<file path="config.mk">
export PLATFORM = sky130hd
export DESIGN_NAME = exc_entry_ctrl
export DESIGN_NICKNAME = d
export VERILOG_FILES = /design/src/rtl/exc_entry_pkg.sv /design/src/rtl/exc_vector_sel.sv /design/src/rtl/exc_epc_calc.sv /design/src/rtl/exc_srs_rotate.sv /design/src/rtl/exc_entry_ctrl.sv
export SDC_FILE = /design/constraint.sdc
export NUM_CORES = 1
export LEC_CHECK = 0
export BUFFER_PORTS_ARGS = -buffer_cell sky130_fd_sc_hd__buf_2
export CAP_MARGIN = 20
export CORE_UTILIZATION = 33
export CTS_CLUSTER_DIAMETER = 150
export DETAILED_ROUTE_END_ITERATION = 6
export HOLD_SLACK_MARGIN = 0.15
export PLACE_DENSITY = 0.72
export SETUP_SLACK_MARGIN = 0.05
export SLEW_MARGIN = 5
export SYNTH_ARGS = -nofsm -noshare
export SYNTH_HDL_FRONTEND = slang
export SYNTH_SLANG_ARGS = --single-unit
</file>
<file path="constraint.sdc">
create_clock -name clk -period 10 [get_ports clk]
set_input_delay 2 -clock clk [delete_from_list [all_inputs] [get_ports clk]]
set_output_delay 2 -clock clk [all_outputs]
set_load 0.02 [all_outputs]
</file>
<file path="src/rtl/exc_entry_pkg.sv">
package exc_entry_pkg;

  typedef enum logic [3:0] {
    EK_INT          = 4'd0,
    EK_TLB_MOD      = 4'd1,
    EK_TLB_REFILL   = 4'd2,
    EK_TLB_INVALID  = 4'd3,
    EK_ADDR_ERR     = 4'd4,
    EK_SYSCALL      = 4'd5,
    EK_BREAK        = 4'd6,
    EK_RESV_INST    = 4'd7,
    EK_COP_UNUSABLE = 4'd8,
    EK_OVERFLOW     = 4'd9,
    EK_TRAP         = 4'd10
  } exc_kind_e;

  localparam int unsigned KIND_LAST = 10;

  function automatic logic kind_known(input logic [3:0] k);
    return k <= 4'(KIND_LAST);
  endfunction

  // Code written into the cause register; store flag splits the memory kinds.
  function automatic logic [4:0] code_for(input logic [3:0] k, input logic st);
    logic [4:0] c;
    case (k)
      EK_INT:          c = 5'h00;
      EK_TLB_MOD:      c = 5'h01;
      EK_TLB_REFILL,
      EK_TLB_INVALID:  c = st ? 5'h03 : 5'h02;
      EK_ADDR_ERR:     c = st ? 5'h05 : 5'h04;
      EK_SYSCALL:      c = 5'h08;
      EK_BREAK:        c = 5'h09;
      EK_RESV_INST:    c = 5'h0A;
      EK_COP_UNUSABLE: c = 5'h0B;
      EK_OVERFLOW:     c = 5'h0C;
      EK_TRAP:         c = 5'h0D;
      default:         c = 5'h1F;
    endcase
    return c;
  endfunction

  function automatic logic records_addr(input logic [3:0] k);
    return (k == EK_TLB_MOD) || (k == EK_TLB_REFILL) ||
           (k == EK_TLB_INVALID) || (k == EK_ADDR_ERR);
  endfunction

endpackage

</file>
<file path="src/rtl/exc_vector_sel.sv">
module exc_vector_sel
  import exc_entry_pkg::*;
#(
  parameter int unsigned XLEN      = 32,
  parameter int unsigned PAGE_BITS = 12,
  parameter logic [XLEN-1:0] OVF_BOOT_VEC = 32'hBFC0_0200
) (
  input  logic [3:0]      kind,
  input  logic [XLEN-1:0] ebase,
  input  logic            exl_before,
  input  logic            bev,
  input  logic            iv,
  output logic [XLEN-1:0] handler
);
  localparam logic [PAGE_BITS-1:0] OFF_REFILL  = PAGE_BITS'(12'h000);
  localparam logic [PAGE_BITS-1:0] OFF_GENERAL = PAGE_BITS'(12'h180);
  localparam logic [PAGE_BITS-1:0] OFF_IRQ_VEC = PAGE_BITS'(12'h200);

  logic [PAGE_BITS-1:0] offset;

  always_comb begin
    offset = OFF_GENERAL;
    if (kind == EK_TLB_REFILL && !exl_before) offset = OFF_REFILL;
    else if (kind == EK_INT && iv)            offset = OFF_IRQ_VEC;
  end

  always_comb begin
    if (kind == EK_OVERFLOW && bev) handler = OVF_BOOT_VEC;
    else                            handler = {ebase[XLEN-1:PAGE_BITS], offset};
  end
endmodule

</file>
<file path="src/rtl/exc_epc_calc.sv">
module exc_epc_calc #(
  parameter int unsigned XLEN       = 32,
  parameter int unsigned INST_BYTES = 4
) (
  input  logic [XLEN-1:0] pc,
  input  logic [XLEN-1:0] npc,
  output logic [XLEN-1:0] epc_next,
  output logic            in_slot
);
  localparam logic [XLEN-1:0] STEP = XLEN'(INST_BYTES);

  always_comb begin
    in_slot  = (npc != pc + STEP);
    epc_next = in_slot ? pc - STEP : pc;
  end
endmodule

</file>
<file path="src/rtl/exc_srs_rotate.sv">
module exc_srs_rotate #(
  parameter int unsigned SRS_W = 4
) (
  input  logic [SRS_W-1:0] pss,
  input  logic [SRS_W-1:0] css,
  input  logic [SRS_W-1:0] ess,
  input  logic             exl_before,
  input  logic             bev,
  output logic [SRS_W-1:0] pss_next,
  output logic [SRS_W-1:0] css_next
);
  logic rotate;

  always_comb begin
    rotate   = !exl_before && !bev;
    pss_next = rotate ? css : pss;
    css_next = rotate ? ess : css;
  end
endmodule

</file>
<file path="src/rtl/exc_entry_ctrl.sv">
module exc_entry_ctrl
  import exc_entry_pkg::*;
#(
  parameter int unsigned XLEN       = 32,
  parameter int unsigned INST_BYTES = 4,
  parameter int unsigned PAGE_BITS  = 12,
  parameter int unsigned CE_W       = 2,
  parameter int unsigned SRS_W      = 4,
  parameter logic [XLEN-1:0] BOOT_VEC     = 32'hBFC0_0000,
  parameter logic [XLEN-1:0] OVF_BOOT_VEC = 32'hBFC0_0200
) (
  input  logic            clk,
  input  logic            rst,
  input  logic            exc_valid,
  input  logic [3:0]      exc_kind,
  input  logic            exc_store,
  input  logic [XLEN-1:0] exc_addr,
  input  logic [CE_W-1:0] exc_cop,
  input  logic [XLEN-1:0] exc_pc,
  input  logic [XLEN-1:0] exc_npc,
  input  logic [XLEN-1:0] ebase,
  input  logic            bev,
  input  logic            iv,
  input  logic [SRS_W-1:0] ess,
  output logic            redir_valid,
  output logic [XLEN-1:0] redir_pc,
  output logic [XLEN-1:0] redir_npc,
  output logic [XLEN-1:0] redir_nnpc,
  output logic            status_exl,
  output logic            status_cu1,
  output logic [4:0]      cause_code,
  output logic            cause_bd,
  output logic [CE_W-1:0] cause_ce,
  output logic [XLEN-1:0] epc,
  output logic [XLEN-1:0] badvaddr,
  output logic [SRS_W-1:0] srs_pss,
  output logic [SRS_W-1:0] srs_css
);
  localparam logic [XLEN-1:0] STEP1 = XLEN'(INST_BYTES);
  localparam logic [XLEN-1:0] STEP2 = XLEN'(2 * INST_BYTES);

  logic             accept;
  logic [XLEN-1:0]  handler;
  logic [XLEN-1:0]  epc_next;
  logic             in_slot;
  logic [SRS_W-1:0] pss_next;
  logic [SRS_W-1:0] css_next;

  assign accept = exc_valid && kind_known(exc_kind);

  exc_vector_sel #(
    .XLEN(XLEN), .PAGE_BITS(PAGE_BITS), .OVF_BOOT_VEC(OVF_BOOT_VEC)
  ) u_vec (
    .kind(exc_kind), .ebase(ebase), .exl_before(status_exl),
    .bev(bev), .iv(iv), .handler(handler)
  );

  exc_epc_calc #(.XLEN(XLEN), .INST_BYTES(INST_BYTES)) u_epc (
    .pc(exc_pc), .npc(exc_npc), .epc_next(epc_next), .in_slot(in_slot)
  );

  exc_srs_rotate #(.SRS_W(SRS_W)) u_srs (
    .pss(srs_pss), .css(srs_css), .ess(ess), .exl_before(status_exl),
    .bev(bev), .pss_next(pss_next), .css_next(css_next)
  );

  always_ff @(posedge clk) begin
    if (rst) begin
      redir_valid <= 1'b1;
      redir_pc    <= BOOT_VEC;
      redir_npc   <= BOOT_VEC + STEP1;
      redir_nnpc  <= BOOT_VEC + STEP2;
      status_exl  <= 1'b0;
      status_cu1  <= 1'b1;
      cause_code  <= '0;
      cause_bd    <= 1'b0;
      cause_ce    <= '0;
      epc         <= '0;
      badvaddr    <= '0;
      srs_pss     <= '0;
      srs_css     <= '0;
    end else if (accept) begin
      redir_valid <= 1'b1;
      redir_pc    <= handler;
      redir_npc   <= handler + STEP1;
      redir_nnpc  <= handler + STEP2;
      status_exl  <= 1'b1;
      cause_code  <= code_for(exc_kind, exc_store);
      cause_bd    <= in_slot;
      cause_ce    <= (exc_kind == EK_COP_UNUSABLE) ? exc_cop : '0;
      epc         <= epc_next;
      if (records_addr(exc_kind)) badvaddr <= exc_addr;
      srs_pss     <= pss_next;
      srs_css     <= css_next;
    end else begin
      redir_valid <= 1'b0;
    end
  end
endmodule

</file>
* Word level (Yosys, flattened, before mapping)
Cells that the tools add are included.
** Word-level totals
- Bits in registers :: 178
- Input port bits :: 144
** Operators by class
- Mux-type cells :: 9
- Add/subtract/negate cells :: 4
- Reductions and logical operators :: 14
- Eq/ne operators :: 11
- $lt $le $gt $ge :: 1
** Operator list (number)
- $add 32x3->32 const B :: 2
- $mux 32 :: 2
- $pmux 5 s10 :: 1
- $add 32x4->32 const B :: 1
- $ne 32x32->1 :: 1
- $sub 32x3->32 const B :: 1
- $eq 4x3->1 const B :: 4
- $eq 4x4->1 const B :: 3
- $mux 12 :: 1
- $mux 10 :: 1
- $eq 4x2->1 const B :: 2
- $logic_and 1x1->1 :: 5
- $eq 4x1->1 const B :: 1
- $le 4x4->1 const B :: 1
- $logic_not 4->1 :: 1
- $reduce_and 2->1 :: 2
- $logic_or 1x1->1 :: 3
- $mux 1 :: 3
- $logic_not 1->1 :: 2
- $mux 2 :: 1
- $reduce_or 2->1 :: 1

* Depth between registers and ports, before layout
- Depth in word-level cells :: 6
- Depth in mapped cells :: 14
- Depth with buffers taken out :: 10

* By module
Synthesis repeated with hierarchy kept, for this count alone.
** Second synthesis, totals
- Cell total of the unflattened synthesis :: 1238
- Area, all modules :: 9546.7 um^2
** By module, submodules not included
- exc_entry_ctrl :: area each 7274.5 um^2, times used 1, sequential area each 3463.3 um^2, cells each 907
- exc_epc_calc :: area each 1898.1 um^2, times used 1, sequential area each 0.0 um^2, cells each 281
- exc_vector_sel :: area each 272.8 um^2, times used 1, sequential area each 0.0 um^2, cells each 41
- exc_srs_rotate :: area each 101.3 um^2, times used 1, sequential area each 0.0 um^2, cells each 9

* Worst setup path before layout
Ideal clock, no wire load.
- Path kind :: input -> register
- Start point :: input port exc_pc[9]
- End point :: register epc[3]
- Arrival time :: 5.121 ns
- Required time :: 9.930 ns
- Setup time :: 0.070 ns
- Slack :: 4.810 ns
- Stages :: 12
- Cells stage by stage :: clkbuf_1 > nand3_1 > or4_1 > or4_1 > a22oi_1 > o2111ai_1 > nor4_2 > and2_1 > buf_2 > buf_2 > mux2_1 > a21oi_1
** Between the ends
- Longest elaborated chain between the ends :: 3
** RTL lines
- start, declared :: RTL line exc_entry_ctrl.sv:19 : input logic [XLEN-1:0] exc_pc,
- $add 32x3->32 :: RTL line exc_epc_calc.sv:13 : in_slot = (npc != pc + STEP);
- $ne 32x32->1 :: RTL line exc_epc_calc.sv:13
- $mux 32 :: RTL line exc_epc_calc.sv:14 : epc_next = in_slot ? pc - STEP : pc;
- end signal, assigned :: RTL line exc_entry_ctrl.sv:91 : epc <= epc_next;
- end, declared :: RTL line exc_entry_ctrl.sv:34 : output logic [XLEN-1:0] epc,
No other way between the ends.
A chain may end at the register's enable or synchronous reset.

* Worst setup path after layout
- Start point :: input port exc_pc[6]
- End point :: register epc[3]
Same word-level chain as after synthesis.

==> impl_metrics.json <==
{
  "status": "finished clean",
  "finalMaxSlewViolations": 0,
  "slew_headroom_pct": 30.3,
  "finalHoldViolations": 0,
  "wl_um": 17900,
  "ys_top_cells_by_count": "114 x nand2_1, 104 x dfxtp_1, 76 x buf_4",
  "grt_pass1_vias": 4973,
  "slowest_delay_ns": 0.75,
  "hold_path.class": "reg -> reg",
  "yosysSeqAreaShare_pct": 34.5,
  "via_per_inst": 4.99,
  "vias": 5927,
  "start_util_pct": 33.6,
  "drc": 0,
  "postCtsSetupBuffers": 0,
  "grt-ovfl-total": 0,
  "worst_slew_pin_slew_ns": 1.05,
  "async_reset_ff_share_pct": 0,
  "rows": 49,
  "powerDensity_nw_per_um2": 139,
  "crit_family": "simple AND/OR/NAND/NOR gates",
  "grt_usage_pct": 18.0,
  "diodes": 0,
  "htree_levels": 3,
  "first_pass_iters": 5,
  "fin_cells": 1188,
  "io-pin-count": 323,
  "antenna_found_initial": 0,
  "hold_depth": 2,
  "cts_buffers": 9,
  "fmax_ghz": 0.183,
  "synth.most_common_cell": "nand2_1",
  "r2r_setup_slack_ns": 8.49,
  "hold_path_end": "badvaddr[5]",
  "clk_pin_slew_worst_paths_ns": 0.08,
  "grt_max_degree": 64,
  "fp.coreArea_um2": 18000,
  "cp.arrival_ns": 5.74,
  "synth_area_per_cell_um2": 8.01,
  "dieHeight_um": 137,
  "ff2ff_path_depth": 3,
  "grt_pass1_wl_um": 26300,
  "worstSetupPathType": "in -> reg",
  "cp_max_fo": 31,
  "post_drt_wl_per_cell_um": 15.1,
  "drt_iter0_drc": 231,
  "critical-path-slowest-cell": "or4_1",
  "required_ns": 10.28,
  "skew_ns": 0.00930,
  "nets": 1100,
  "clockBufferDepth": 2,
  "ys_types": 60,
  "path_cells": "buf_2, nand3_1, or4_1, or4_1, a22oi_1, o2111ai_1, nor4_2, buf_4, and2_1, buf_4, mux2_1, a21oi_1",
  "synth-seq-cells": 104,
  "hold_slack_ns": 0.453,
  "io_buffers": 282,
  "synth_area_leader_cell": "dfxtp_1",
  "ant_nets": 0,
  "p_leak_nw": 3.20,
  "cp-start-kind": "input pin",
  "worst_r2r_endpoint": "srs_css[0]",
  "place.gp.congestion": 0.904,
  "fillers": 1848,
  "cap_violations": 0,
  "cts_resized": 0,
  "die_width_um": 137,
  "yosysWarnings": 0,
  "placed_area_um2": 7110,
  "cts_sinks": 104,
  "die-area_um2": 18800,
  "fin_area_um2": 7420,
  "synth-main-ff-cell": "dfxtp_1",
  "grt_setup_unrepaired": "false",
  "synth_edf_count": 0,
  "synth_top_area_share_pct": 34.5,
  "syn_to_final_growth_pct": 22.9,
  "synth_area_um2": 6040,
  "postCtsHoldBufs": 0,
  "min-delay-start": "badvaddr[5]",
  "clk_latency_ns": 0.35,
  "yosys-top-cells-area": "dfxtp_1 34%, buf_4 9.4%, nand2_1 7.1%",
  "cts_tree": "yes",
  "post-dp-hpwl_um": 13700,
  "setup_viol_count_final": 0,
  "cp.buffers_inverters": 3,
  "cts-root-buf": "clkbuf_16",
  "total_power_mw": 1.03,
  "fin_crit_sh_pct": 54.7,
  "dpl.cell_count": 1171,
  "crit_path_end_kind": "flip-flop",
  "reg2reg_from": "status_exl",
  "layout-drive-gt1-share_pct": 34.4,
  "synthCells": 754,
  "period_minus_slack_ns": 5.47,
  "setup-tns-final_ns": 0,
  "critPathLaunch": "exc_pc[6]",
  "peakVddDrop_mv": 0.0818
}
## area by class of cell
class | instances | area (um^2) | share of cell area [%]
flip-flops and latches | 104 | 2080 | 28.1
inverters | 12 | 45.0 | 0.607
multi-input cells | 537 | 3230 | 43.5
clock buffers | 9 | 225 | 3.03
clock inverters | 7 | 72.6 | 0.978
repair buffers | 290 | 1480 | 19.9
well taps | 229 | 287 | 3.86
## worst max path at each step
stage                     depth (start not counted)      to
after global placement                           12  epc[3]
after detailed placement                         12  epc[3]
after floorplan                                  12  epc[3]
after CTS                                        12  epc[3]
final                                            12  epc[3]
after global routing                             12  epc[3]
## cells by family (layout without fill, tap and decap cells)
family | after synthesis | in the layout | share of synthesized area (%)
fa+ha+maj | 2 | 2 | 0.414
flops | 104 | 104 | 34.5
other cells | 2 | 28 | 0.124
compound gates | 203 | 203 | 21.9
simple gates | 250 | 250 | 21.4
buf+inv | 139 | 318 | 13.7
mux | 5 | 5 | 0.870
xor+xnor | 49 | 49 | 7.11
## metrics by stage
| step | setup WS (ns) | utilization, % |
|---|---|---|
| 2_1_floorplan | 4.81 | - |
| 3_3_place_gp | 4.16 | 39.6 |
| 3_5_place_dp | 4.16 | 39.6 |
| 4_1_cts | 4.51 | 41.2 |
| 5_1_grt | 4.24 | 41.3 |
| 6_report | 4.53 | 41.3 |
## sequential cells by signal, indices dropped and copies added, names as in the netlist
name,count
cause_bd,1
status_exl,1
epc,32
redir_npc,22
cause_code,5
redir_valid,1
cause_ce,2
srs_pss,4
badvaddr,32
srs_css,4
## worst reg2reg max path, cell delays in order (launching register included)
cell,delay [ns]
dfxtp_1,0.35
nor3_1,0.79
nand2_1,0.12
a21oi_1,0.18
## cell usage in the layout (no fill, tap or decap), types with 3 or more instances in the layout
cell / count
a211oi_1: 8
nor2_1: 16
and3_1: 8
clkbuf_16: 9
nand3_1: 15
nor2b_1: 5
conb_1: 28
xor2_1: 15
or3_4: 4
o21ai_1: 6
mux2i_1: 3
or3_1: 18
o31ai_1: 10
a2111oi_2: 5
a22oi_1: 5
or4b_1: 3
nand2_1: 114
a21oi_1: 68
nor3_1: 11
o22a_1: 9
dfxtp_1: 104
a31oi_1: 21
o41ai_1: 5
buf_2: 282
o21ai_0: 37
buf_4: 7
nor4_1: 6
xnor2_1: 34
or4_1: 12
or2_2: 6
nand4_1: 10
a22o_1: 14
nand2b_1: 8
inv_1: 11
## per-layer routing
metal / share of wire, % / track usage (%)
met1: 43 / 22.4
met2: 50 / 31.9
met3: 5.2 / 2.94
met4: 1.3 / 4.76
met5: 0 / 0
## where the power goes
part	internal [mW]	total [mW]	leakage, nW	switching (mW)
Sequential	0.437	0.452	0.853	0.0150
Clock	0.177	0.350	0.143	0.174
Combinational	0.0803	0.229	2.21	0.149
No activity file was read; power rests on OpenSTA's default activity.
